--- src/rtl/pscan_pkg.sv ---
package pscan_pkg;

   typedef enum logic [2:0] {
      ST_IDLE  = 3'd0,
      ST_SHIFT = 3'd1,
      ST_APPLY = 3'd2,
      ST_PROP  = 3'd3,
      ST_CAPT  = 3'd4,
      ST_OBS   = 3'd5,
      ST_DONE  = 3'd6
   } seq_state_e;

   typedef struct packed {
      logic scan_en;
      logic pi_load;
      logic hold;
      logic capture;
      logic observe;
      logic done;
   } seq_ctl_t;

   function automatic seq_ctl_t decode_ctl(seq_state_e s);
      seq_ctl_t c;
      c = '0;
      case (s)
         ST_SHIFT: c.scan_en = 1'b1;
         ST_APPLY: c.pi_load = 1'b1;
         ST_PROP:  c.hold    = 1'b1;
         ST_CAPT:  c.capture = 1'b1;
         ST_OBS:   c.observe = 1'b1;
         ST_DONE:  c.done    = 1'b1;
         default:  c = '0;
      endcase
      return c;
   endfunction

endpackage

--- src/rtl/pscan_downcnt.sv ---
module pscan_downcnt #(
   parameter int W = 8
) (
   input  logic         clk,
   input  logic         rst_n,
   input  logic         load,
   input  logic         dec,
   input  logic [W-1:0] init,
   output logic         last
);

   logic [W-1:0] cnt_q;

   always_ff @(posedge clk or negedge rst_n) begin
      if (!rst_n)
         cnt_q <= '0;
      else if (load)
         cnt_q <= init;
      else if (dec && (cnt_q != '0))
         cnt_q <= cnt_q - W'(1);
   end

   assign last = (cnt_q == '0);

endmodule

--- src/rtl/pscan_seq_fsm.sv ---
module pscan_seq_fsm
   import pscan_pkg::*;
(
   input  logic       clk,
   input  logic       rst_n,
   input  logic       start,
   input  logic       shift_last,
   input  logic       prop_last,
   input  logic       pat_last,
   input  logic       depth_zero,
   output seq_state_e state,
   output logic       ld_shift,
   output logic       dec_shift,
   output logic       ld_prop,
   output logic       dec_prop,
   output logic       ld_pat,
   output logic       dec_pat
);

   seq_state_e state_q, state_d;
   logic       unload_q;

   always_comb begin
      state_d = state_q;
      case (state_q)
         ST_IDLE:  if (start) state_d = ST_SHIFT;
         ST_SHIFT: if (shift_last) state_d = unload_q ? ST_DONE : ST_APPLY;
         ST_APPLY: state_d = depth_zero ? ST_CAPT : ST_PROP;
         ST_PROP:  if (prop_last) state_d = ST_CAPT;
         ST_CAPT:  state_d = ST_OBS;
         ST_OBS:   state_d = ST_SHIFT;
         ST_DONE:  state_d = ST_IDLE;
         default:  state_d = ST_IDLE;
      endcase
   end

   always_ff @(posedge clk or negedge rst_n) begin
      if (!rst_n) begin
         state_q  <= ST_IDLE;
         unload_q <= 1'b0;
      end else begin
         state_q <= state_d;
         if (state_q == ST_IDLE && start)
            unload_q <= 1'b0;
         else if (state_q == ST_OBS && pat_last)
            unload_q <= 1'b1;
      end
   end

   assign state     = state_q;
   assign ld_shift  = (state_q == ST_IDLE && start) || (state_q == ST_OBS);
   assign dec_shift = (state_q == ST_SHIFT);
   assign ld_prop   = (state_q == ST_APPLY) && !depth_zero;
   assign dec_prop  = (state_q == ST_PROP);
   assign ld_pat    = (state_q == ST_IDLE) && start;
   assign dec_pat   = (state_q == ST_OBS) && !pat_last;

endmodule

--- src/rtl/pscan_test_seq.sv ---
module pscan_test_seq
   import pscan_pkg::*;
#(
   parameter int LEN_W = 8,
   parameter int DEP_W = 4,
   parameter int PAT_W = 8
) (
   input  logic             clk,
   input  logic             rst_n,
   input  logic             start,
   input  logic [DEP_W-1:0] depth,
   input  logic [LEN_W-1:0] chain_len,
   input  logic [PAT_W-1:0] pat_count,
   output logic             scan_en,
   output logic             pi_load,
   output logic             hold,
   output logic             capture,
   output logic             observe,
   output logic             done
);

   localparam logic [LEN_W-1:0] LEN_ONE = LEN_W'(1);
   localparam logic [DEP_W-1:0] DEP_ONE = DEP_W'(1);
   localparam logic [PAT_W-1:0] PAT_ONE = PAT_W'(1);

   generate
      if (LEN_W < 1 || LEN_W > 24) begin : g_bad_len
         $error("pscan_test_seq: LEN_W out of range");
      end
      if (DEP_W < 1 || DEP_W > 16) begin : g_bad_dep
         $error("pscan_test_seq: DEP_W out of range");
      end
      if (PAT_W < 1 || PAT_W > 24) begin : g_bad_pat
         $error("pscan_test_seq: PAT_W out of range");
      end
   endgenerate

   seq_state_e state;
   seq_ctl_t   ctl;
   logic shift_last, prop_last, pat_last;
   logic ld_shift, dec_shift, ld_prop, dec_prop, ld_pat, dec_pat;

   pscan_downcnt #(.W(LEN_W)) u_shift_cnt (
      .clk(clk), .rst_n(rst_n), .load(ld_shift), .dec(dec_shift),
      .init(chain_len - LEN_ONE), .last(shift_last)
   );

   pscan_downcnt #(.W(DEP_W)) u_prop_cnt (
      .clk(clk), .rst_n(rst_n), .load(ld_prop), .dec(dec_prop),
      .init(depth - DEP_ONE), .last(prop_last)
   );

   pscan_downcnt #(.W(PAT_W)) u_pat_cnt (
      .clk(clk), .rst_n(rst_n), .load(ld_pat), .dec(dec_pat),
      .init(pat_count - PAT_ONE), .last(pat_last)
   );

   pscan_seq_fsm u_fsm (
      .clk(clk), .rst_n(rst_n), .start(start),
      .shift_last(shift_last), .prop_last(prop_last), .pat_last(pat_last),
      .depth_zero(depth == '0), .state(state),
      .ld_shift(ld_shift), .dec_shift(dec_shift),
      .ld_prop(ld_prop), .dec_prop(dec_prop),
      .ld_pat(ld_pat), .dec_pat(dec_pat)
   );

   always_comb ctl = decode_ctl(state);

   assign scan_en = ctl.scan_en;
   assign pi_load = ctl.pi_load;
   assign hold    = ctl.hold;
   assign capture = ctl.capture;
   assign observe = ctl.observe;
   assign done    = ctl.done;

endmodule

--- config.mk ---
export PLATFORM = sky130hd
export DESIGN_NAME = pscan_test_seq
export DESIGN_NICKNAME = d
export VERILOG_FILES = /design/src/rtl/pscan_pkg.sv /design/src/rtl/pscan_downcnt.sv /design/src/rtl/pscan_seq_fsm.sv /design/src/rtl/pscan_test_seq.sv
export SDC_FILE = /design/constraint.sdc
export NUM_CORES = 1
export LEC_CHECK = 0
export ABC_AREA = 1
export BUFFER_PORTS_ARGS = -buffer_cell sky130_fd_sc_hd__buf_2
export CORE_MARGIN = 3
export CORE_UTILIZATION = 63
export DETAILED_ROUTE_END_ITERATION = 10
export PLACE_DENSITY = 0.9
export SETUP_SLACK_MARGIN = 0.05
export SYNTH_ARGS = -nofsm -noshare
export SYNTH_HDL_FRONTEND = slang
export SYNTH_HIERARCHICAL = 1
export SYNTH_SLANG_ARGS = --single-unit
--- constraint.sdc ---
create_clock -name clk -period 2.5 [get_ports clk]
set_clock_uncertainty 0.05 [all_clocks]
set_input_delay 0.5 -clock clk [delete_from_list [all_inputs] [get_ports clk]]
set_output_delay 0.5 -clock clk [all_outputs]
set_load 0.1 [all_outputs]
## Word level (Yosys, flattened, before mapping)

Cells that the tools add are included.

| storage, ports and cells | value |
|---|---|
| register bits | 24 |
| input bits | 23 |
| output and inout bits | 6 |
| word-level logic and storage cells | 63 |

| operators by class | value |
|---|---|
| $add $sub $neg | 6 |
| equality and inequality tests | 9 |
| mux-type cells | 20 |
| reductions and logical operators | 23 |

Operator list:

| kind | number |
|---|---|
| $mux W8 | 4 |
| $sub A8 B1 Y8 const B | 4 |
| $pmux W3 S6 | 1 |
| $logic_not A8 Y1 | 2 |
| $reduce_bool A8 Y1 | 2 |
| $mux W3 | 5 |
| $eq A3 B3 Y1 const B | 3 |
| $logic_not A4 Y1 | 2 |
| $mux W1 | 8 |
| $mux W4 | 2 |
| $reduce_bool A2 Y1 | 4 |
| $sub A4 B1 Y4 const B | 2 |
| $logic_and A1 B1 Y1 | 7 |
| $eq A3 B2 Y1 const B | 2 |
| $ne A2 B2 Y1 const B | 3 |
| $reduce_bool A4 Y1 | 1 |
| $eq A3 B1 Y1 const B | 1 |
| $logic_not A3 Y1 | 1 |
| $reduce_and A3 Y1 | 1 |
| $logic_not A1 Y1 | 2 |
| $logic_or A1 B1 Y1 | 1 |

## Depth between registers and ports, before layout

Gate-level depths: netlist of run 1.

| depth | value |
|---|---|
| word-level depth | 6 |
| depth in mapped cells | 11 |
| depth with buffers taken out | 11 |

## Hierarchy

Netlist of run 1, hierarchy kept.

By module, submodules not included:

| module | times used | cells each | area each (µm²) | seq. area each (µm²) |
|---|---|---|---|---|
| pscan_downcnt (u_pat_cnt ...) | 2 | 93 | 596.8 | 200.2 |
| pscan_test_seq | 1 | 77 | 405.4 | 0.0 |
| pscan_seq_fsm | 1 | 46 | 306.5 | 100.1 |
| pscan_downcnt (u_prop_cnt) | 1 | 46 | 295.3 | 100.1 |

## Least setup slack after synthesis of run 1

No wires, ideal clock.

| path | value |
|---|---|
| kind | flip-flop to output port |
| start point | register u_fsm.state_q[2], in the netlist u_fsm/state[2] |
| end point | output capture |
| arrival time | 2642 ps |
| setup slack | -692 ps |
| stages on the path, launching flop included | 3 |
| path through | dfrtp_1 -> inv_1 -> nor3_1 |

| between the ends | value |
|---|---|
| longest elaborated chain between the ends | 2 |

Ends and longest elaborated chain:

| what | line | text |
|---|---|---|
| start, declared | pscan_seq_fsm.sv:20 | `seq_state_e state_q, state_d;` |
| start signal, assigned | pscan_seq_fsm.sv:42 | `state_q <= state_d;` |
| $eq A3 B3 Y1 | pscan_pkg.sv:25 | `case (s)` |
| $mux W1 | pscan_pkg.sv:25 |  |
| end, declared | pscan_test_seq.sv:17 | `output logic capture,` |

No other way between the ends.

## Final worst setup path of run 1

Ends and elaborated chain as after synthesis.

==> results.json, run 1 <==
{
  "outcome": "completed",
  "yosys_warnings": 6,
  "timing.fmax_mhz": 455,
  "final_nets": 417,
  "cts.path.max_buffers": 2,
  "ant_nets": 0,
  "arrival_ps": 1650,
  "worstSkewPairLatency_ps": 320,
  "cts_tree": "built",
  "wl_met1_um": 2160,
  "grt_usage": 0.238,
  "drive_above_1_share": 0.158,
  "port_buffers": 28,
  "synth_area_um2": 2200,
  "cts-root-buf": "clkbuf_4",
  "synth_cell_types": 27,
  "clk_pin_slew_ps": 140,
  "worst_slew_pin_slew_ps": 545,
  "area_growth_pct": 10.2,
  "drt-vias-per-instance": 5.17,
  "p_leak_uw": 0.00135,
  "htree_levels": 1,
  "fin_crit_sh": 0.880,
  "max_stage_delay_ps": 590,
  "overflow": 0,
  "dieArea_um2": 4240,
  "syn-num-nets": 386,
  "worst_slack_ps": 300,
  "hold_viol": 0,
  "cts_setup_buffers": 0,
  "grt_max_degree": 25,
  "die_h_um": 65.1,
  "grt_pass1_wl_um": 8220,
  "core_area_um2": 3200,
  "path_class": "flip-flop to primary output",
  "setup.worst_path.end_class": "primary output",
  "cts_sinks": 24,
  "synth_top_cell_area_share": 0.273,
  "detail_route.first_pass.iterations": 5,
  "final_cell_mix": "nand2_1 (120), inv_1 (52), nand3_1 (35)",
  "max_slew_margin": 0.637,
  "crit_path_top_delay_cell": "dfrtp_1",
  "die_x_um": 65.1,
  "ios": 29,
  "ys_seq_area_frac": 0.273,
  "synthTopCellsByArea": "dfrtp_1 (27%), nand2_1 (20%), inv_1 (8.9%)",
  "wl_met2_um": 2020,
  "dpl.hpwl_um": 3560,
  "numCtsBuffers": 3,
  "crit_required_ps": 1950,
  "wl_met3_um": 222,
  "cp_top_family": "flip-flops",
  "powerDensity_nw_per_um2": 1270,
  "yosysTopAreaCell": "dfrtp_1",
  "vias": 2217,
  "antenna_found_initial": 0,
  "cts.hold.buffers_added": 0,
  "start_kind": "flip-flop",
  "cap_violations": 0,
  "rsz0062_at_grt": "false",
  "final_common_cell": "nand2_1",
  "layout_min_cycle_time_ps": 2200,
  "path_buf_inv": 2,
  "ir_drop_mv": 0.798,
  "p_total_uw": 3080,
  "wl_per_cell_um": 10.4,
  "topRoutingLayerUsed": "met4",
  "drtIter0Drc": 182,
  "rows": 20,
  "ys_ff_latch": 24,
  "syn_avg_cell_area_um2": 6.20,
  "hp-class": "input port to asynchronous set/reset pin",
  "syn_inst": 355,
  "cp_max_fo": 10,
  "remaining_drc_errors": 0,
  "r2r_slack_ps": 560,
  "final_util": 0.757,
  "grt_pass1_vias": 1950,
  "preCtsSetupSlack_ps": 595,
  "initial_core_util": 0.687,
  "cts_resized": 0,
  "place.gp.congestion": 0.947,
  "crit_chain": "inv_1, nor3_1, buf_2",
  "drv_slew": 0,
  "antenna_cells": 0,
  "wirelength_um": 4450,
  "setup_violations": 0
}
==> layout make-up <==
| class | count | area [um2] |
|---|---|---|
| Multi-Input combinational cell | 271 | 1370 |
| Fill cell | 276 | 778 |
| Sequential cell | 24 | 601 |
| Inverter | 58 | 220 |
| Timing Repair Buffer | 28 | 140 |
| Tap cell | 44 | 55.1 |
| Clock buffer | 4 | 36.3 |
==> cell usage after synthesis, drive strengths merged <==
| master | instances |
|---|---|
| nand4 | 9 |
| xor2 | 4 |
| nor2 | 43 |
| xnor2 | 6 |
| inv | 54 |
| nand2 | 131 |
| nor3b | 1 |
| o21ai | 20 |
| a21oi | 2 |
| clkbuf | 2 |
| clkinv | 4 |
| nor3 | 7 |
| ha | 8 |
| nand3b | 3 |
| and2 | 1 |
| dfrtp | 24 |
| nand3 | 36 |
==> stage by stage <==
stage                     area [um2]  cells  hold WS [ps]  setup TNS (ps)
after global routing            2420    429           108               0
after detailed placement        2390    425           456               0
after global placement          2390    425           444               0
after floorplan                 2200    355           154           -3980
after CTS                       2420    429           102               0
final                           2420    429          89.4               0
==> where the power goes <==
group	switching [uW]	internal, uW
combinational	1400	658
clock	123	89.1
sequential	228	579
==> per-layer routing <==
| layer | global-route usage | vias up |
|---|---|---|
| met2 | 0.370 | 55 |
| li1 | - | 1168 |
| met1 | 0.349 | 988 |
| met3 | 0.0342 | 6 |
| met5 | 0 | - |
| met4 | 0.0622 | 0 |
==> cells by family after synthesis <==
family | synth area share
xor+xnor | 0.0398
buf+inv | 0.103
fa+ha+maj | 0.0455
compound gates | 0.0620
flops | 0.273
simple gates | 0.476
==> final timing paths <==
check                                    start                   end  cells after the start
worst max register to register  u_fsm/state[0]    u_pat_cnt/cnt_q[3]                      8
worst min-delay path                     rst_n  u_shift_cnt/cnt_q[7]                      1
max in group asynchronous                rst_n    u_pat_cnt/cnt_q[3]                      1
min in group clk                  pat_count[6]    u_pat_cnt/cnt_q[6]                      5
worst max-delay path            u_fsm/state[2]               capture                      3
worst min register to register  u_fsm/unload_q        u_fsm/unload_q                      2
==> flip-flops by register name (all words and copies together), names as in the netlist <==
name / count
u_shift_cnt/cnt_q: 8
u_prop_cnt/cnt_q: 4
u_pat_cnt/cnt_q: 8
u_fsm/state: 3
u_fsm/unload_q: 1
No activity file was read; power rests on OpenSTA's default activity.
==> run 2, diff against run 1 <==
--- a/config.mk
+++ b/config.mk
@@ -9,7 +9,9 @@
 export BUFFER_PORTS_ARGS = -buffer_cell sky130_fd_sc_hd__buf_2
 export CORE_MARGIN = 3
 export CORE_UTILIZATION = 63
+export CTS_CLUSTER_SIZE = 8
 export DETAILED_ROUTE_END_ITERATION = 10
+export MAX_ROUTING_LAYER = met4
 export PLACE_DENSITY = 0.9
 export SETUP_SLACK_MARGIN = 0.05
 export SYNTH_ARGS = -nofsm -noshare
==> run 2 against run 1 <==
Against the previous run: routed wire length grew 0.27%; design area stayed put; via count shrank 0.27%; combinational power about the same; clock power barely moved; highest routed layer unchanged; non-clock buffer count unchanged; die area unchanged; maximum frequency is 0.30% lower; count of clock-buffer cells in the layout did not move; power increased by 0.14%.
==> results.json, run 2 (synthesized netlist as in run 1, its figures left out) <==
{
  "timing.fmax_mhz": 453,
  "drive_above_1_share": 0.158,
  "core_area_um2": 3200,
  "instances_no_fill": 429,
  "ff2ff_path_depth": 8,
  "grt_pass1_wl_um": 8220,
  "reg.largest.list": "u_pat_cnt/cnt_q (8), u_shift_cnt/cnt_q (8), u_prop_cnt/cnt_q (4)",
  "cts_setup_buffers": 0,
  "ir_drop_mv": 0.801,
  "dieArea_um2": 4240,
  "wirelength_um": 4460,
  "preCtsSetupSlack_ps": 595,
  "cts.path.max_buffers": 2,
  "die_h_um": 65.1,
  "place_area_um2": 2390,
  "layout_min_cycle_time_ps": 2210,
  "cts_tree": "built",
  "port_buffers": 28,
  "worst_slew_pin_slew_ps": 550,
  "ios": 29,
  "drv_slew": 0,
  "cap_violations": 0,
  "cts-root-buf": "clkbuf_4",
  "antenna_cells": 0,
  "path_class": "flip-flop to primary output",
  "drt-vias-per-instance": 5.15,
  "arrival_ps": 1660,
  "rsz0062_at_grt": "false",
  "grt_usage": 0.244,
  "place.gp.congestion": 0.964,
  "ant_nets": 0,
  "cts.hold.buffers_added": 0,
  "setup.worst_path.end_class": "primary output",
  "numCtsBuffers": 3,
  "holdWs_ps": 88.5,
  "initial_core_util": 0.687,
  "grt_max_degree": 25,
  "overflow": 0,
  "r2r_slack_ps": 570,
  "hold_viol": 0,
  "setup_violations": 0,
  "crit_required_ps": 1950,
  "hp-class": "input port to asynchronous set/reset pin",
  "max_slew_margin": 0.633,
  "dpl.hpwl_um": 3560,
  "worst_slack_ps": 293,
  "htree_levels": 1,
  "clk_pin_slew_ps": 140,
  "grt_pass1_vias": 1951,
  "final_cell_mix": "nand2_1 (120), inv_1 (52), nand3_1 (35)",
  "area_growth_pct": 10.2,
  "dp_cells": 425,
  "r2r_end": "u_pat_cnt/cnt_q[3]",
  "p_leak_uw": 0.00135,
  "drtIter0Drc": 188,
  "start_kind": "flip-flop",
  "cts_resized": 0,
  "die_x_um": 65.1,
  "antenna_found_initial": 0,
  "cp_max_fo": 10,
  "rows": 20,
  "powerDensity_nw_per_um2": 1270,
  "vias": 2211,
  "worstSkewPairLatency_ps": 320,
  "outcome": "completed",
  "detail_route.first_pass.iterations": 5,
  "cts_sinks": 24,
  "remaining_drc_errors": 0,
  "r2r-start": "u_fsm/state[0]",
  "design_area_um2": 2420,
  "final_nets": 417,
  "wl_per_cell_um": 10.4,
  "fin_crit_sh": 0.883,
  "final_common_cell": "nand2_1"
}
run 2: cell counts in the layout (fill, tap and decap cells not counted):
Identical to the previous run, type by type.
run 2: worst max path at each step:
stage	from	endpoint	slack (ps)	depth (start not counted)
floorplan	u_fsm/state[2]	capture	-690	2
CTS	u_fsm/state[2]	capture	280	3
detailed placement	depth[0]	u_prop_cnt/cnt_q[3]	600	12
global placement	depth[0]	u_prop_cnt/cnt_q[3]	640	12
finish	u_fsm/state[2]	capture	290	3
global route	u_fsm/state[2]	observe	170	3
run 2: stage by stage:
step,util,total power (uW),setup TNS (ps)
2_1_floorplan,-,2470,-3980
3_3_place_gp,0.746,2800,0
3_5_place_dp,0.746,2860,0
4_1_cts,0.757,3070,0
5_1_grt,0.757,3440,0
6_report,0.757,3080,0
run 2: power breakdown:
group          internal (uW)  leakage [uW]  switching, uW
Combinational            659       0.00102           1400
Clock                   89.1     0.0000210            124
Sequential               579      0.000301            229
Total                   1330       0.00135           1760
run 2: per-layer routing:
metal,up-vias,GRT usage,wire length [um]
met5,-,-,0
met4,0,0.0622,51
met3,6,0.0342,200
met2,45,0.370,2020
met1,992,0.348,2190
li1,1168,-,-
run 2: worst max-delay path, cell delays in order (launching register included):
cell and delay (ps):
dfrtp_1 590, inv_1 140, nor3_1 150, buf_2 450
run 2: layout make-up:
| class | count | area [um2] |
|---|---|---|
| Inverter | 58 | 220 |
| Tap cell | 44 | 55.1 |
| Sequential cell | 24 | 601 |
| Fill cell | 276 | 778 |
| Clock buffer | 4 | 36.3 |
| Multi-Input combinational cell | 271 | 1370 |
| Timing Repair Buffer | 28 | 140 |
==> run 3, diff against run 2 <==
--- a/config.mk
+++ b/config.mk
@@ -6,13 +6,13 @@
 export NUM_CORES = 1
 export LEC_CHECK = 0
 export ABC_AREA = 1
-export BUFFER_PORTS_ARGS = -buffer_cell sky130_fd_sc_hd__buf_2
+export BUFFER_PORTS_ARGS = -buffer_cell sky130_fd_sc_hd__clkbuf_2
 export CORE_MARGIN = 3
-export CORE_UTILIZATION = 63
+export CORE_UTILIZATION = 60
 export CTS_CLUSTER_SIZE = 8
 export DETAILED_ROUTE_END_ITERATION = 10
 export MAX_ROUTING_LAYER = met4
-export PLACE_DENSITY = 0.9
+export PLACE_DENSITY = 0.86
 export SETUP_SLACK_MARGIN = 0.05
 export SYNTH_ARGS = -nofsm -noshare
 export SYNTH_HDL_FRONTEND = slang
==> run 3 against run 2 <==
Against the previous run: first-iteration DRC count shrank 29%; hold slack better by 82 ps; global-route usage shrank 0.64 points; die area rose by 4.5%; worst setup slack better by 61 ps; sequential share of layout area is 0.37 points lower; combinational power rose by 2%; design area increased by 1.5%; final cell count rose by 0.93%; register-to-register slack gained 180 ps; highest routed layer unchanged.
==> results.json, run 3 (synthesized netlist as in run 1, its figures left out) <==
{
  "fillers": 312,
  "cts.path.max_buffers": 2,
  "remaining_drc_errors": 0,
  "drt-vias-per-instance": 5.11,
  "drv_slew": 0,
  "hold_viol": 0,
  "start_kind": "flip-flop",
  "worst_slack_ps": 354,
  "final_nets": 419,
  "die_x_um": 66.6,
  "initial_core_util": 0.639,
  "ant_nets": 0,
  "grt_pass1_vias": 2059,
  "port_buffers": 28,
  "wl_per_cell_um": 10.5,
  "cts-root-buf": "clkbuf_8",
  "detail_route.first_pass.iterations": 4,
  "setup_tns_ps": 0,
  "crit_path_top_delay_cell": "dfrtp_1",
  "dpl.hpwl_um": 3670,
  "clk_pin_slew_ps": 90,
  "area_growth_pct": 11.8,
  "grt_max_degree": 25,
  "ios": 29,
  "max_stage_delay_ps": 550,
  "design_area_um2": 2460,
  "worstSkewPairLatency_ps": 270,
  "arrival_ps": 1600,
  "core_area_um2": 3440,
  "cap_violations": 0,
  "r2r_slack_ps": 750,
  "hp-class": "input port to asynchronous set/reset pin",
  "cp_max_fo": 10,
  "antenna_found_initial": 0,
  "fin_crit_sh": 0.858,
  "numCtsBuffers": 3,
  "overflow": 0,
  "place_area_um2": 2410,
  "cts.hold.buffers_added": 0,
  "path_class": "flip-flop to primary output",
  "worst_slew_pin_slew_ps": 605,
  "final_cell_mix": "nand2_1 (120), inv_1 (52), nand3_1 (35)",
  "wirelength_um": 4560,
  "cts_setup_buffers": 0,
  "grt_pass1_wl_um": 8220,
  "p_total_uw": 3170,
  "p_leak_uw": 0.00137,
  "cts_tree": "built",
  "max_slew_margin": 0.597,
  "holdWs_ps": 171,
  "timing.fmax_mhz": 466,
  "preCtsSetupSlack_ps": 600,
  "grt_usage": 0.238,
  "cts_resized": 0,
  "outcome": "completed",
  "rsz0062_at_grt": "false",
  "reg.largest.list": "u_pat_cnt/cnt_q (8), u_shift_cnt/cnt_q (8), u_prop_cnt/cnt_q (4)",
  "setup_violations": 0,
  "crit_required_ps": 1950,
  "rows": 21,
  "htree_levels": 1,
  "dieArea_um2": 4430,
  "die_h_um": 66.6,
  "vias": 2212,
  "ir_drop_mv": 0.664,
  "place.gp.congestion": 0.906,
  "crit_chain": "inv_1, nor3_1, clkbuf_2",
  "drive_above_1_share": 0.163,
  "antenna_cells": 0,
  "drtIter0Drc": 134,
  "final_common_cell": "nand2_1",
  "cts_sinks": 24,
  "powerDensity_nw_per_um2": 1290,
  "setup.worst_path.end_class": "primary output",
  "layout_min_cycle_time_ps": 2150
}
## run 3: cell count changes in the layout (fill, tap and decap cells not counted)
cell / previous run / this run
buf_2: 28 / 0
buf_4: 0 / 2
clkbuf_2: 0 / 28
clkbuf_4: 3 / 0
clkbuf_8: 1 / 4
## run 3: critical path, delay by kind of cell, from the launching register on
family        cells  cell delay, ps
buf+inv           2             610
flops             1             550
simple gates      1             170
## run 3: power breakdown
group	switching, uW	internal [uW]	total, uW	leakage, uW
Clock	130	141	271	0.0000288
Sequential	222	580	803	0.000301
Combinational	1420	677	2100	0.00104
## run 3: worst paths after layout
check                               start                    to  cells after the start
hold reg to reg            u_fsm/unload_q        u_fsm/unload_q                      2
hold / removal                      rst_n  u_shift_cnt/cnt_q[6]                      1
setup / recovery           u_fsm/state[2]               observe                      3
min in group clk           u_fsm/unload_q        u_fsm/unload_q                      2
setup reg to reg           u_fsm/state[1]    u_pat_cnt/cnt_q[2]                      9
max in group asynchronous           rst_n   u_prop_cnt/cnt_q[0]                      1
## run 3: cell type report
type | instances | area [um2] | area share
inverter | 58 | 220 | 0.0895
tap | 46 | 57.6 | 0.0234
multi-input combinational | 271 | 1370 | 0.558
clock buffer | 4 | 55.1 | 0.0224
timing repair buffer | 30 | 155 | 0.0630
sequential | 24 | 601 | 0.244
## run 3: metrics by stage
| stage | util | std cells |
|---|---|---|
| floorplan | - | 355 |
| global placement | 0.699 | 429 |
| detailed placement | 0.699 | 429 |
| CTS | 0.715 | 433 |
| global route | 0.715 | 433 |
| finish | 0.715 | 433 |
## run 3: routing by layer
| layer | track usage | part of all wire | vias to the layer above |
|---|---|---|---|
| met5 | - | 0 | - |
| met4 | 0.0838 | 0.011 | 0 |
| met3 | 0.0287 | 0.037 | 5 |
| met2 | 0.399 | 0.49 | 40 |
| met1 | 0.296 | 0.47 | 996 |
| li1 | - | - | 1171 |
